$ cat src/rtl/tdc_frag_limiter.sv
module tdc_frag_limiter #(
  parameter int DATA_W = 32,
  parameter int LIMIT_W = 12,
  parameter int TAG_W = 4,
  parameter logic [TAG_W-1:0] TAG_BEGIN = 4'hA,
  parameter logic [TAG_W-1:0] TAG_END = 4'hC,
  parameter logic [LIMIT_W-1:0] LIMIT_RESET = 12'h060
) (
  input  logic              clk,
  input  logic              rst_n,
  input  logic              cfg_we,
  input  logic [LIMIT_W-1:0] cfg_limit,
  input  logic              in_valid,
  input  logic [DATA_W-1:0] in_data,
  output logic              in_ready,
  output logic              out_valid,
  output logic [DATA_W-1:0] out_data,
  input  logic              out_ready
);
  localparam int CNT_W = LIMIT_W + 1;
  localparam int TAG_LSB = DATA_W - TAG_W;

  logic [LIMIT_W-1:0] limit_q;
  logic [CNT_W-1:0]   kept_q;
  logic               cut_q;
  logic [CNT_W-1:0]   cap;
  logic [TAG_W-1:0]   tag;
  logic               is_bot, is_eot, room, take, emit;
  logic [LIMIT_W-1:0] fixed_cnt;
  logic [DATA_W-1:0]  patched;

  assign tag       = in_data[DATA_W-1:TAG_LSB];
  assign is_bot    = (tag == TAG_BEGIN);
  assign is_eot    = (tag == TAG_END);
  assign cap       = (limit_q == '0) ? (CNT_W'(1) << LIMIT_W) : {1'b0, limit_q};
  assign room      = (kept_q < cap);
  assign in_ready  = !out_valid || out_ready;
  assign take      = in_valid && in_ready;
  assign emit      = is_bot || is_eot || room;
  assign fixed_cnt = LIMIT_W'(kept_q + CNT_W'(2));
  assign patched   = (is_eot && cut_q) ? {in_data[DATA_W-1:LIMIT_W], fixed_cnt} : in_data;

  always_ff @(posedge clk) begin
    if (!rst_n) limit_q <= LIMIT_RESET;
    else if (cfg_we) limit_q <= cfg_limit;
  end

  always_ff @(posedge clk) begin
    if (!rst_n) begin
      kept_q <= '0;
      cut_q  <= 1'b0;
    end else if (take) begin
      if (is_bot || is_eot) begin
        kept_q <= '0;
        cut_q  <= 1'b0;
      end else if (room) begin
        kept_q <= kept_q + CNT_W'(1);
      end else begin
        cut_q <= 1'b1;
      end
    end
  end

  always_ff @(posedge clk) begin
    if (!rst_n) begin
      out_valid <= 1'b0;
      out_data  <= '0;
    end else if (take) begin
      out_valid <= emit;
      out_data  <= patched;
    end else if (out_ready) begin
      out_valid <= 1'b0;
    end
  end

  logic [CNT_W-1:0] seen_q;
  logic [TAG_W-1:0] out_tag;
  logic             out_fire;
  assign out_tag  = out_data[DATA_W-1:TAG_LSB];
  assign out_fire = out_valid && out_ready;

  always_ff @(posedge clk) begin
    if (!rst_n) seen_q <= '0;
    else if (out_fire) begin
      if (out_tag == TAG_BEGIN || out_tag == TAG_END) seen_q <= '0;
      else seen_q <= seen_q + CNT_W'(1);
    end
  end

  assert_cap_R2: assert property (@(posedge clk) disable iff (!rst_n || cfg_we)
    out_fire && out_tag != TAG_BEGIN && out_tag != TAG_END |-> seen_q < cap);

  assert_bot_kept_R6: assert property (@(posedge clk) disable iff (!rst_n)
    take && is_bot |=> out_valid && out_data == $past(in_data));

  assert_eot_upper_R3: assert property (@(posedge clk) disable iff (!rst_n)
    take && is_eot |=> out_valid && out_data[DATA_W-1:LIMIT_W] == $past(in_data[DATA_W-1:LIMIT_W]));

  assert_hold_R8: assert property (@(posedge clk) disable iff (!rst_n)
    out_valid && !out_ready |=> out_valid && $stable(out_data));

  assert_stall_R8: assert property (@(posedge clk) disable iff (!rst_n)
    out_valid && !out_ready |-> !in_ready);
endmodule

$ cat config.mk
export PLATFORM = sky130hd
export DESIGN_NAME = tdc_frag_limiter
export DESIGN_NICKNAME = d
export VERILOG_FILES = /design/src/rtl/tdc_frag_limiter.sv
export SDC_FILE = /design/constraint.sdc
export NUM_CORES = 1
export LEC_CHECK = 0
export CAP_MARGIN = 20
export CORE_AREA = 2 2 74 76
export CTS_BUF_LIST = sky130_fd_sc_hd__clkbuf_16
export CTS_CLUSTER_SIZE = 40
export DETAILED_ROUTE_END_ITERATION = 8
export DIE_AREA = 0 0 76 78
export DONT_BUFFER_PORTS = 1
export PLACE_DENSITY = 0.73
export SYNTH_ARGS = -nofsm -noshare
export SYNTH_HDL_FRONTEND = slang
export SYNTH_SLANG_ARGS = --single-unit
export TNS_END_PERCENT = 50
$ cat constraint.sdc
create_clock -name clk -period 6.3 [get_ports clk]
set_clock_uncertainty 0.1 [all_clocks]
set_input_delay 1.575 -clock clk [delete_from_list [all_inputs] [get_ports clk]]
set_output_delay 1.575 -clock clk [all_outputs]
set_load 0.005 [all_outputs]
# Yosys cells after proc, flatten, opt, wreduce, memory -nomap -nowiden
# Index checks and enable logic that the tools add are counted.
[classes]
add_sub_neg = 2
n_lt_le_gt_ge = 1
eq_ne = 3
mux = 8
reduce_logical = 11
[op_table]
columns = ["op", "n"]
rows = [
  ["13-bit two-way mux", 3],
  ["13-bit by 1-bit adder with 13-bit output, second input constant", 1],
  ["13-bit < comparator", 1],
  ["12-bit by 2-bit adder with 12-bit output, second input constant", 1],
  ["12-bit zero test", 1],
  ["12-bit two-way mux", 1],
  ["4-bit == test, second input constant", 2],
  ["1-bit two-way mux", 4],
  ["2-bit AND reduction", 2],
  ["2-bit nonzero test", 2],
  ["1-bit logical OR", 3],
  ["1-bit logical AND", 2],
  ["2-bit by 1-bit != test with 1-bit output, second input constant", 1],
  ["1-bit zero test", 1],
]
[totals]
ff_bits = 59
input_bits = 49
elab_cells = 30

# Depth between registers and ports, before layout
[logic_depth]
word_depth = 5
depth_mapped = 9
mapped_depth_nobuf = 9

# Worst setup path after synthesis
# OpenSTA, ideal clock, no wires.
[synth_path]
kind = "in2out"
start = "input port out_ready"
end = "output port in_ready"
arrival_ns = 1.752
setup_slack_ns = 2.873
cell_stages = 1
path_cell_list = "nand2b_1"
[synth_via]
elab_chain_len = 1
[synth_lines]
columns = ["item", "line_no", "text"]
rows = [
  ["start: declaration", "18", "input logic out_ready"],
  ["1-bit logical OR", "37", "assign in_ready = !out_valid || out_ready;"],
  ["end: declaration", "15", "output logic in_ready,"],
]
# Every way passes these cells.

# Worst setup path after layout
# Ends and elaborated chain as after synthesis.

==> metrics <==
CORE AREA 0.00504 mm^2; endpoints failing setup 0; Setup crit end kind output pin; CP Cell Sequence nand2b_1; RSZ-0062 raised after global routing false; htree depth 3; Net Count, Synth 428; Syn Area/Cell 8.09 um^2; clk_lat worst skew 320 ps; GR Overflow Total 0; ant diodes 0; CTS buffer count 9; Achievable Freq 291 MHz; most frequent cells in the layout 62 x nand2_1, 59 x dfxtp_1, 38 x a21oi_1; asr flop ratio synth 0%; final core utilization 65.1%; setup repair bufs after CTS 0; Yosys top cell area share 40.0%; drt first-iter violations 231; DR WL/cell 15.4 um; Seq cells post-synth 59; critical path startpoint category input port; # fillers 440; drt via density 5.92; peak supply drop 0.205 mV; final wirelength 6.65 mm; Slew Limit Fails 0; top cells by area, synth dfxtp_1 40%, nand2_1 7.9%, a21oi_1 6.4%; cell taking the most area after synthesis dfxtp_1; die width 76 um; io pins 83; first-pass GRT wire length 11.0 mm; synthesized cell area 0.00295 mm^2; Reg2Reg Depth 9; Final Cycle Share 54.6%; die area 0.00593 mm^2; critical path fanouts, max 5; Crit path required time 4620 ps; Crit-path slowest cell nand2b_1; share of layout cells above drive strength 1 8.56%; EDFF count, synth 0; maximum clock insertion buffer count 2; Initial Utilization 58.5%; Lkg Pwr 1.22 nW; initial antenna violation count 0; final hold vios 0; CP arrival 1760 ps; worst path buffer plus inverter count 0; Crit path depth 1; Max-slew headroom 36.7%; Final Critical Period 3440 ps; number of port buffers 0; Worst-Margin Slew 942 ps; area delta synth->final 11.1%; Total Power 0.953 mW; post-route ant nets 0; Nets 420; clk root buf clkbuf_16; Die Height 78 um; CTS resizes 0; Synth cell types 44; Pwr per Cell Area 291 mW/mm^2; Finished Layout Cells 432; Hold WC Path Type flip-flop to flip-flop; DPL Wire Length 4.76 mm; Placed Cells 416; Slowest Stage Delay on Critical Path 190 ps; Setup CP Type input port to output pin; hold path cells 2; MaxCap Viol Count 0; fin worst setup slack 2860 ps; clock net sink count 59; hold_buf cts 0; number of global-route vias before repair 2344; drt first pass iters 4; CTS tree yes; Syn Inst Count 365; Reg clk slew, reported paths 50 ps; register area share after synthesis 40.0%; top_reg_cell synth dfxtp_1; most common cell after layout, fill and taps aside nand2_1; Site Rows 26; final setup TNS 0 ps; number of remaining DRC errors 0; status finished clean; All-Layer GR Usage 23.2%; GPL Wtd Cong 0.863; CP delay by family, top simple AND/OR/NAND/NOR gates; Synth warnings 0; Setup WS pre-CTS 2860 ps; largest net degree at the start of global routing 48; routed vias 2556
## cell usage after synthesis, types with 2 or more instances
| cell | n |
|---|---|
| nand4b_1 | 3 |
| o311ai_0 | 4 |
| a31oi_1 | 5 |
| nand2_1 | 62 |
| a211oi_1 | 11 |
| buf_1 | 4 |
| nor3_1 | 5 |
| or2_2 | 2 |
| or3_1 | 2 |
| nor2_1 | 37 |
| nand3_1 | 16 |
| nand2b_1 | 2 |
| nand3b_1 | 2 |
| mux2i_1 | 13 |
| clkbuf_1 | 18 |
| ha_1 | 14 |
| inv_1 | 14 |
| xnor2_1 | 8 |
| nor4_1 | 4 |
| a21o_1 | 3 |
| xor2_1 | 2 |
| dfxtp_1 | 59 |
| o21ai_0 | 6 |
| o211ai_1 | 8 |
| nand4_1 | 5 |
| a21oi_1 | 38 |
## metrics by stage
| step | cell area, um^2 | hold slack (ps) |
|---|---|---|
| finish | 3280 | 369 |
| global route | 3280 | 390 |
| CTS | 3280 | 371 |
| detailed placement | 2990 | 364 |
| global placement | 2990 | 358 |
| floorplan | 2950 | 337 |
## registers in the layout (all words and copies together) (netlist names)
name and flops:
limit_q 12, kept_q 13, out_data 32, out_valid 1, cut_q 1
## area by class of cell
class,instances,area [um^2],share of cell area (%)
Timing Repair Buffer,4,30.0,0.915
Clock buffer,9,225,6.86
Tap cell,70,87.6,2.67
Sequential cell,59,1180,36.0
Multi-Input combinational cell,269,1640,49.8
Inverter,14,52.6,1.60
Clock inverter,7,68.8,2.10
## per-layer routing
metal  vias up  share of wire, %  wire length (um)  global-route usage (%)
li1       1277                 -                 -                       -
met2        90                46              3040                    35.4
met3        12               7.2               476                    5.81
met4         0               1.5               101                    9.09
met5         -                 0                 0                       0
met1      1177                46              3030                    31.5
## power breakdown
part	total, mW	internal, mW	switching, mW
combinational	0.0717	0.0271	0.0446
sequential	0.409	0.393	0.0160
clock	0.472	0.304	0.169
## path summary, 6_finish.rpt
kind | from | endpoint | slack, ps
max | out_ready | in_ready | 2860
min reg2reg | out_data[5]$_SDFFE_PN0P_ | out_data[5]$_SDFFE_PN0P_ | 370
min | out_data[5]$_SDFFE_PN0P_ | out_data[5]$_SDFFE_PN0P_ | 370
max reg2reg | limit_q[0]$_SDFFE_PN0P_ | kept_q[3]$_SDFFE_PN0P_ | 3340
## logic make-up (layout without fill, tap and decap cells)
logic type | Yosys count | in the layout | synth area share, %
flip-flops | 59 | 59 | 40.0
XOR/XNOR | 10 | 10 | 2.97
AND/OR/NAND/NOR | 148 | 148 | 23.4
AO/OA/AOI/OAI | 84 | 84 | 18.5
adder cells (fa/ha/maj) | 14 | 14 | 5.93
multiplexers | 13 | 13 | 4.41
buffers and inverters | 37 | 34 | 4.75
Note: power is estimated with default switching activity, not from simulation.
